`src/rtl/flat_iommu_pkg.sv`:
```
package flat_iommu_pkg;
    localparam int ADDR_W     = 32;
    localparam int DATA_W     = 32;
    localparam int PAGE_SHIFT = 12;
    localparam int PN_W       = ADDR_W - PAGE_SHIFT;
    localparam int IDX_W      = 3;

    localparam logic [IDX_W-1:0] IDX_VER   = 3'd0;
    localparam logic [IDX_W-1:0] IDX_CTRL  = 3'd1;
    localparam logic [IDX_W-1:0] IDX_FLUSH = 3'd2;
    localparam logic [IDX_W-1:0] IDX_BASE  = 3'd3;
    localparam logic [IDX_W-1:0] IDX_FIRST = 3'd4;
    localparam logic [IDX_W-1:0] IDX_SPAN  = 3'd5;
    localparam logic [IDX_W-1:0] IDX_DFRD  = 3'd6;
    localparam logic [IDX_W-1:0] IDX_DFWR  = 3'd7;

    typedef logic [PN_W-1:0] pn_t;

    typedef struct packed {
        logic en;
        logic gate;
        logic bypass;
        pn_t  base;
        pn_t  first;
        pn_t  span;
        pn_t  dflt_rd;
        pn_t  dflt_wr;
    } cfg_t;

    typedef enum logic [1:0] {ST_IDLE, ST_REQ, ST_WAIT, ST_DONE} st_t;
endpackage

```
`src/rtl/flat_iommu_regs.sv`:
```
module flat_iommu_regs
    import flat_iommu_pkg::*;
#(
    parameter logic [7:0] VERSION = 8'h01
) (
    input  logic              clk,
    input  logic              rst_n,
    input  logic              we,
    input  logic [IDX_W-1:0]  idx,
    input  logic [DATA_W-1:0] wdata,
    output logic [DATA_W-1:0] rdata,
    output cfg_t              cfg,
    output logic              flush
);
    cfg_t cfg_d, cfg_q;

    always_comb begin
        cfg_d = cfg_q;
        if (we) begin
            case (idx)
                IDX_CTRL: begin
                    cfg_d.en     = wdata[0];
                    cfg_d.gate   = wdata[1];
                    cfg_d.bypass = wdata[4];
                end
                IDX_BASE:  cfg_d.base    = wdata[PN_W-1:0];
                IDX_FIRST: cfg_d.first   = wdata[PN_W-1:0];
                IDX_SPAN:  cfg_d.span    = wdata[PN_W-1:0];
                IDX_DFRD:  cfg_d.dflt_rd = wdata[PN_W-1:0];
                IDX_DFWR:  cfg_d.dflt_wr = wdata[PN_W-1:0];
                default: ;
            endcase
        end
    end

    always_ff @(posedge clk) begin
        if (!rst_n) cfg_q <= '0;
        else        cfg_q <= cfg_d;
    end

    always_comb begin
        rdata = '0;
        case (idx)
            IDX_VER:   rdata[15:8] = VERSION;
            IDX_CTRL:  rdata[4:0]  = {cfg_q.bypass, 2'b00, cfg_q.gate, cfg_q.en};
            IDX_BASE:  rdata = DATA_W'(cfg_q.base);
            IDX_FIRST: rdata = DATA_W'(cfg_q.first);
            IDX_SPAN:  rdata = DATA_W'(cfg_q.span);
            IDX_DFRD:  rdata = DATA_W'(cfg_q.dflt_rd);
            IDX_DFWR:  rdata = DATA_W'(cfg_q.dflt_wr);
            default:   rdata = '0;
        endcase
    end

    assign cfg   = cfg_q;
    assign flush = we && (idx == IDX_FLUSH);
endmodule

```
`src/rtl/flat_iommu_tlb.sv`:
```
module flat_iommu_tlb
    import flat_iommu_pkg::*;
#(
    parameter int ENTRIES = 8
) (
    input  logic clk,
    input  logic rst_n,
    input  pn_t  look_vpn,
    output logic hit,
    output pn_t  hit_ppn,
    input  logic fill_en,
    input  pn_t  fill_vpn,
    input  pn_t  fill_ppn,
    input  logic flush
);
    localparam int PTR_W = (ENTRIES > 1) ? $clog2(ENTRIES) : 1;
    localparam logic [PTR_W-1:0] LAST = PTR_W'(ENTRIES - 1);

    typedef struct packed {
        logic [ENTRIES-1:0]  valid;
        pn_t  [ENTRIES-1:0]  tag;
        pn_t  [ENTRIES-1:0]  ppn;
        logic [PTR_W-1:0]    ptr;
    } tlb_t;

    tlb_t tlb_d, tlb_q;
    logic [ENTRIES-1:0] match;

    for (genvar g = 0; g < ENTRIES; g++) begin : g_cmp
        assign match[g] = tlb_q.valid[g] && (tlb_q.tag[g] == look_vpn);
    end

    always_comb begin
        hit_ppn = '0;
        for (int i = 0; i < ENTRIES; i++) begin
            if (match[i]) hit_ppn = hit_ppn | tlb_q.ppn[i];
        end
    end
    assign hit = |match;

    always_comb begin
        tlb_d = tlb_q;
        if (flush) begin
            tlb_d.valid = '0;
        end else if (fill_en) begin
            tlb_d.valid[tlb_q.ptr] = 1'b1;
            tlb_d.tag[tlb_q.ptr]   = fill_vpn;
            tlb_d.ppn[tlb_q.ptr]   = fill_ppn;
            tlb_d.ptr = (tlb_q.ptr == LAST) ? '0 : tlb_q.ptr + 1'b1;
        end
    end

    always_ff @(posedge clk) begin
        if (!rst_n) tlb_q <= '0;
        else        tlb_q <= tlb_d;
    end
endmodule

```
`src/rtl/flat_iommu.sv`:
```
module flat_iommu
    import flat_iommu_pkg::*;
#(
    parameter int         TLB_ENTRIES = 8,
    parameter logic [7:0] VERSION     = 8'h01
) (
    input  logic              clk,
    input  logic              rst_n,
    input  logic              cfg_we,
    input  logic [IDX_W-1:0]  cfg_idx,
    input  logic [DATA_W-1:0] cfg_wdata,
    output logic [DATA_W-1:0] cfg_rdata,
    output logic              clk_gate_en,
    input  logic              req_valid,
    input  logic              req_write,
    input  logic [ADDR_W-1:0] req_addr,
    output logic              req_ready,
    output logic [ADDR_W-1:0] xlat_addr,
    output logic              xlat_redirect,
    output logic              mem_rd_valid,
    input  logic              mem_rd_ready,
    output logic [ADDR_W-1:0] mem_rd_addr,
    input  logic              mem_rsp_valid,
    input  logic [DATA_W-1:0] mem_rsp_data
);
    typedef struct packed {
        st_t  st;
        pn_t  entry;
        logic stale;
    } ctl_t;

    cfg_t cfg;
    logic flush;
    logic tlb_hit, fill_en;
    pn_t  hit_ppn;
    ctl_t ctl_d, ctl_q;

    pn_t                  vpn, rel, dflt, rsp_pn;
    logic [PAGE_SHIFT-1:0] off;
    logic                 in_rng, passthru, busy;

    flat_iommu_regs #(.VERSION(VERSION)) u_regs (
        .clk(clk), .rst_n(rst_n), .we(cfg_we), .idx(cfg_idx),
        .wdata(cfg_wdata), .rdata(cfg_rdata), .cfg(cfg), .flush(flush)
    );

    assign vpn      = req_addr[ADDR_W-1:PAGE_SHIFT];
    assign off      = req_addr[PAGE_SHIFT-1:0];
    assign rel      = vpn - cfg.first;
    assign in_rng   = (vpn >= cfg.first) && (rel <= cfg.span);
    assign passthru = !cfg.en || cfg.bypass;
    assign dflt     = req_write ? cfg.dflt_wr : cfg.dflt_rd;
    assign rsp_pn   = mem_rsp_data[PN_W-1:0];
    assign busy     = (ctl_q.st != ST_IDLE);

    flat_iommu_tlb #(.ENTRIES(TLB_ENTRIES)) u_tlb (
        .clk(clk), .rst_n(rst_n), .look_vpn(vpn), .hit(tlb_hit),
        .hit_ppn(hit_ppn), .fill_en(fill_en), .fill_vpn(vpn),
        .fill_ppn(rsp_pn), .flush(flush)
    );

    assign mem_rd_addr = {cfg.base, {PAGE_SHIFT{1'b0}}} + (ADDR_W'(rel) << 2);
    assign clk_gate_en = cfg.gate;

    always_comb begin
        ctl_d         = ctl_q;
        req_ready     = 1'b0;
        xlat_addr     = req_addr;
        xlat_redirect = 1'b0;
        mem_rd_valid  = 1'b0;
        fill_en       = 1'b0;
        case (ctl_q.st)
            ST_IDLE: begin
                if (req_valid) begin
                    if (passthru) begin
                        req_ready = 1'b1;
                    end else if (!in_rng) begin
                        req_ready     = 1'b1;
                        xlat_addr     = {dflt, off};
                        xlat_redirect = 1'b1;
                    end else if (tlb_hit) begin
                        req_ready = 1'b1;
                        xlat_addr = {hit_ppn, off};
                    end else begin
                        ctl_d.st    = ST_REQ;
                        ctl_d.stale = 1'b0;
                    end
                end
            end
            ST_REQ: begin
                mem_rd_valid = 1'b1;
                if (flush) ctl_d.stale = 1'b1;
                if (mem_rd_ready) ctl_d.st = ST_WAIT;
            end
            ST_WAIT: begin
                if (flush) ctl_d.stale = 1'b1;
                if (mem_rsp_valid) begin
                    ctl_d.entry = rsp_pn;
                    ctl_d.st    = ST_DONE;
                    fill_en     = (rsp_pn != '0) && !ctl_q.stale && !flush;
                end
            end
            ST_DONE: begin
                req_ready = 1'b1;
                if (ctl_q.entry == '0) begin
                    xlat_addr     = {dflt, off};
                    xlat_redirect = 1'b1;
                end else begin
                    xlat_addr = {ctl_q.entry, off};
                end
                ctl_d.st = ST_IDLE;
            end
            default: ctl_d.st = ST_IDLE;
        endcase
    end

    always_ff @(posedge clk) begin
        if (!rst_n) ctl_q <= '{st: ST_IDLE, entry: '0, stale: 1'b0};
        else        ctl_q <= ctl_d;
    end
endmodule

```
`config.mk`:
```
export PLATFORM = sky130hd
export DESIGN_NAME = flat_iommu
export DESIGN_NICKNAME = d
export VERILOG_FILES = /design/src/rtl/flat_iommu_pkg.sv /design/src/rtl/flat_iommu_regs.sv /design/src/rtl/flat_iommu_tlb.sv /design/src/rtl/flat_iommu.sv
export SDC_FILE = /design/constraint.sdc
export NUM_CORES = 1
export LEC_CHECK = 0
export CAP_MARGIN = 0
export CORE_ASPECT_RATIO = 0.75
export CORE_MARGIN = 4
export CORE_UTILIZATION = 59
export CTS_BUF_LIST = sky130_fd_sc_hd__clkbuf_8 sky130_fd_sc_hd__clkbuf_16
export CTS_CLUSTER_DIAMETER = 60
export DETAILED_ROUTE_END_ITERATION = 12
export GPL_TIMING_DRIVEN = 0
export HOLD_SLACK_MARGIN = 0.1
export PLACE_DENSITY = 0.81
export SLEW_MARGIN = 20
export SYNTH_ARGS = -nofsm -noshare
export SYNTH_HDL_FRONTEND = slang
export SYNTH_SLANG_ARGS = --single-unit
```
`constraint.sdc`:
```
create_clock -name clk -period 7.58 [get_ports clk]
set_clock_uncertainty 0.15 [all_clocks]
set_input_delay 1.516 -clock clk [delete_from_list [all_inputs] [get_ports clk]]
set_output_delay 1.516 -clock clk [all_outputs]
set_load 0.01 [all_outputs]
```
After elaboration in Yosys (flattened, before gate mapping):

Index checks and enable logic that the tools add are counted.

* logic and storage cells: 159
* register bits after elaboration: 457
* input bits: 106
* memories: 0
* latch bits: 0
* ROM bits: 0
* RAM bits: 0

* reduce and logical (&&, ||, !) cells: 35
* $mul: 0
* shifts and indexed selects: 0
* bitwise gates (word level): 10
* $add $sub $neg: 3
* muxes and demuxes: 52
* divide/modulo/power cells: 0
* magnitude comparators: 4
* eq/ne operators: 26

Operators by type and width (number)
* $bwmux W160: 2
* $mux W20: 10
* $eq A20 B20 Y1: 8
* $mux W32: 5
* $or A20 B20 Y20: 7
* $pmux W32 S2: 1
* $demux W20 S3: 1
* $pmux W8 S6: 1
* $add A32 B22 Y32: 1
* $pmux W5 S6: 1
* $mux W22: 1
* $ge A20 B20 Y1: 1
* $le A20 B20 Y1: 1
* $logic_not A20 Y1: 1
* $pmux W4 S5: 1
* $reduce_bool A20 Y1: 1
* $sub A20 B20 Y20: 1
* $mux W1: 17
* $reduce_and A2 Y1: 8
* $eq A3 B3 Y1 const B: 5
* $pmux W3 S5: 1
* $logic_and A1 B1 Y1: 13
* $ne A2 B2 Y1 const B: 6
* $reduce_and A6 Y1: 2
* other kinds (22): 34

Longest topological paths before layout:

* depth after elaboration: 22
* depth in mapped cells: 23
* mapped depth without buffers: 20

Cells and area by module:

Synthesis repeated with hierarchy kept, for this count alone.

* cell total of the unflattened synthesis: 3224
* area total of the unflattened synthesis: 25655.9 um^2

By module, submodules not included
* flat_iommu_tlb: times used 1, cells an instance 1964, area each 15934.0 um^2, seq. area each 6626.4 um^2
* flat_iommu_regs: times used 1, cells an instance 594, area each 4902.2 um^2, seq. area each 2062.0 um^2
* flat_iommu: times used 1, cells an instance 666, area each 4819.6 um^2, seq. area each 460.4 um^2

Worst setup path before layout:

No wires, ideal clock.

* kind: input -> output
* start: input port req_addr[12]
* end: output port mem_rd_addr[24]
* buffers on the path: 2
* stages: 22
* path slack: 0.318 ns
* arrival time: 5.596 ns
* required time: 5.914 ns
* cell sequence: buf_4 buf_1 inv_1 ha_1 inv_1 fa_1 nand3_1 a21oi_1 or3_1 a21o_1 a21oi_1 xnor2_1 ha_1 fa_1 a21o_1 a21oi_1 o21bai_1 a21oi_1 o21ai_0 a211o_1 o2111ai_1 xnor2_1

* word-level cells in the longest chain between the ends: 2

RTL lines
* start: declaration: RTL line flat_iommu.sv:16 `input logic [ADDR_W-1:0] req_addr,`
* $sub A20 B20 Y20: RTL line flat_iommu.sv:49 `assign rel = vpn - cfg.first;`
* $add A32 B22 Y32: RTL line flat_iommu.sv:62 `assign mem_rd_addr = {cfg.base, {PAGE_SHIFT{1'b0}}} + (ADDR_W'(rel) << 2);`
* end: declaration: RTL line flat_iommu.sv:22 `output logic [ADDR_W-1:0] mem_rd_addr,`

No other way between the ends.

Worst setup path in the final report:

* start: input port req_addr[13]
* end: output port xlat_addr[23]

* word-level cells in the longest chain between the ends: 22
* elaborated cells between the ends (all ways): 41

RTL lines
* $eq A20 B20 Y1: RTL line flat_iommu_tlb.sv:30 `assign match[g] = tlb_q.valid[g] && (tlb_q.tag[g] == look_vpn);`
* $logic_and A1 B1 Y1: RTL line flat_iommu_tlb.sv:30
* $mux W20: RTL line flat_iommu_tlb.sv:36 `if (match[i]) hit_ppn = hit_ppn | tlb_q.ppn[i];`
* $or A20 B20 Y20: RTL line flat_iommu_tlb.sv:36
* $mux W20: RTL line flat_iommu_tlb.sv:36
* $or A20 B20 Y20: RTL line flat_iommu_tlb.sv:36
* $mux W20: RTL line flat_iommu_tlb.sv:36
* $or A20 B20 Y20: RTL line flat_iommu_tlb.sv:36
* (+6 left out)
* $mux W20: RTL line flat_iommu_tlb.sv:36
* $or A20 B20 Y20: RTL line flat_iommu_tlb.sv:36
* $mux W20: RTL line flat_iommu_tlb.sv:36
* $mux W32: RTL line flat_iommu.sv:81 `end else if (tlb_hit) begin`
* $mux W32 (*): RTL line flat_iommu.sv:77 `end else if (!in_rng) begin`
* $mux W32 (*): RTL line flat_iommu.sv:75 `if (passthru) begin`
* $mux W32 (*): RTL line flat_iommu.sv:74 `if (req_valid) begin`
* $pmux W32 S2 (*): RTL line flat_iommu.sv:72 `case (ctl_q.st)`
* end: declaration: RTL line flat_iommu.sv:18 `output logic [ADDR_W-1:0] xlat_addr,`

Every way passes the cells marked *; elsewhere a longest branch is shown, timed or not.

==> flow_summary.toml <==
[cts]
cts_hold_buffers = 0
cts_root_buffer = "clkbuf_16"
clk_latency_ps = 590
clk_pin_slew_ps = 60
clockBufferDepth = 3
cts_tree = "built"
h-tree-depth = 2
numCtsBuffers = 46
cts_sinks = 457

[routing]
wl_met1_um = 42100
drtIter0Drc = 4553
num_vias = 26200
drt_pass1_iterations = 9
antenna_left = 0
drc = 0
viasPerCell = 6.55
drt-total-wl_um = 108000
met3_length_um = 17800
wl_per_cell_um = 27.0
wl_met2_um = 42100
routed.top_layer = "met5"

[synth]
synth-seq-cells = 457
synth.distinct_cells = 73
async_flop_share = 0
synthFlopType = "dfxtp_1"
netlist.area_leader.share = 0.365
synth-edff-count = 0
syn_avg_cell_area_um2 = 7.88
synthCells = 3180
syn_area_um2 = 25100
yosysSeqAreaShare = 0.365
ys_warn_count = 0
yosysTopAreaCell = "dfxtp_1"
yosys-top-cells-area = "dfxtp_1 37%, nand2_1 15%, a21boi_0 11%, xor2_1 5.7%, ha_1 2.8%"

[worst_setup_path]
crit_chain = "clkdlybuf4s15_2, ha_4, a21o_1, a21o_1, a311o_1, nand3_2, and4_4, nand2b_4, xnor2_2, ha_1, a21o_1, a21oi_2, o221ai_4, nor4b_4, buf_4, o22a_4, nand2b_2, buf_6, o22ai_1, a22oi_2, clkdlybuf4s15_2"
slowest_delay_ps = 430
cp-end-kind = "primary output"
cpMaxStageDelayCell = "a311o_1"
path_max_fanout = 10
crit_path_frequent_cell = "a21o_1"
crit_family = "compound AO/OA/AOI/OAI gates"
worstPathRequired_ps = 5910
cp.arrival_ps = 5860
start_kind = "input port"
critPathKind = "in -> out"
path_buf_inv = 4

[timing]
hold_viol_final = 0
drv_slew = 0
post-route-period-util = 0.993
clock.fmax_mhz = 133
rsz0062_at_grt = "yes"
period_needed_ps = 7530
slew-limit-headroom = 0.161
worst_slack_ps = 53.9
setup_viol_count_final = 0
tightest_slew_ps = 1260

[floorplanning]
start_util = 0.597
die_w_um = 246
io_pins = 206
coreArea_um2 = 42000
rows = 65
die_h_um = 186
dieArea_um2 = 45900

[global_routing]
grt_max_degree = 19
grt_pass1_vias = 24500
grt-ovfl-total = 0
antenna_found_initial = 5
grtUsageTotal = 0.451
grt_pass1_wl_um = 156000

[placement]
io_buffers = 132
dp_hpwl_um = 79200
gp_congestion = 1.08
preCtsSetupSlack_ps = -1410

[pwr]
cellLeakagePower_nw = 10.3
ir_worst_vdd_mv = 0.187
p_per_area_nw_per_um2 = 199

[status]
status = "finished, final reports clean"

[layout]
fin_nets = 3560
area_growth_pct = 17.5
drive_gt1_frac = 0.103
fin_util = 0.702

[flow_run]
drv_cap = 0

[min_path]
hp-class = "reg -> reg"
[path summary, 6_finish.rpt]
kind | from | slack (ps) | cells after the start | end
setup / recovery | req_addr[13] | 50 | 21 | xlat_addr[23]
hold / removal | u_tlb.tlb_q[109] | 310 | 2 | u_tlb.tlb_q[109]
hold reg to reg | u_tlb.tlb_q[109] | 310 | 2 | u_tlb.tlb_q[109]
setup reg to reg | u_regs.cfg[71] | 2910 | 20 | ctl_q[21]
[cells in the mapped netlist, types with 45 or more instances]
library cell	count
nor4_1	45
clkbuf_1	166
o22ai_1	67
inv_1	59
a21boi_0	377
nor2_1	67
nand2_1	973
nand4_1	110
buf_4	55
a21boi_1	67
dfxtp_1	457
xor2_1	164
a21oi_1	55
ha_1	56
[sequential cells by signal, indices dropped and copies added (netlist names)]
name	flops
ctl_q	23
u_regs.cfg	103
u_tlb.tlb_q	331
[cell usage in the layout (no fill, tap or decap), types with 51 or more instances in the layout]
master / instances
a21boi_0: 375
a21boi_1: 68
buf_2: 51
buf_4: 72
clkbuf_1: 166
clkdlybuf4s50_1: 89
dfxtp_1: 457
inv_1: 67
nand2_1: 971
nand4_1: 110
nor2_1: 65
o22ai_1: 63
xor2_1: 164
[repair_timing]
item                                    4_1_cts  5_1_grt
resized for setup                           158       39
gates cloned                                  1        0
buffers inserted                             14        9
endpoints found under the setup margin       36       35
pin swaps                                    23       27
[where the power goes]
part / total [mW] / switching (mW) / leakage, nW / internal, mW
Sequential: 2.44 / 0.0205 / 3.68 / 2.42
Clock: 2.44 / 1.04 / 0.817 / 1.40
Combinational: 0.987 / 0.612 / 5.80 / 0.375
Total: 5.86 / 1.67 / 10.3 / 4.19
[worst register-to-register path: cells and delay by family (launching register included)]
| kind | cells | cell delay, ps |
|---|---|---|
| adders and majority gates | 2 | 560 |
| xor gates and xnor gates | 1 | 140 |
| buffers and inverters | 3 | 520 |
| and+or+nand+nor | 5 | 990 |
| DFF | 1 | 580 |
| AOI/OAI and AO/OA | 9 | 1670 |
[layer usage]
| metal | up-vias | global-route usage |
|---|---|---|
| met5 | - | 0 |
| met4 | 4 | 0.207 |
| met3 | 477 | 0.172 |
| met2 | 2155 | 0.606 |
| met1 | 12400 | 0.637 |
| li1 | 11200 | - |
[layout make-up]
cell class	count	area (µm²)
timing repair buffer	156	1460
fill	3267	12500
antenna	4	10.0
inverter	59	221
buffer	290	1440
sequential	457	9150
clock buffer	57	1310
clock inverter	27	264
tap	569	712
multi-input combinational	2386	14900
[kinds of logic after synthesis]
| kind of cell | count (synthesis) | share of synthesized area |
|---|---|---|
| flip-flops | 457 | 0.365 |
| AO/OA/AOI/OAI | 749 | 0.219 |
| AND/OR/NAND/NOR | 1324 | 0.231 |
| XOR/XNOR | 194 | 0.0678 |
| other | 1 | 0.000150 |
| buffers and inverters | 350 | 0.0652 |
| multiplexers | 47 | 0.0227 |
| adder cells (fa/ha/maj) | 58 | 0.0296 |
[through the flow]
step	area [µm²]	hold slack, ps	total power [mW]	setup TNS [ps]	instances
final	29400	308	5.86	0	4005
after global routing	29400	323	5.96	-357	4002
after CTS	29200	304	5.76	-167	3993
after detailed placement	27100	295	3.36	-40130	3895
after global placement	27100	291	3.34	-60480	3894
after floorplan	25100	285	2.97	0	3193
(Power assumes the default switching activity.)
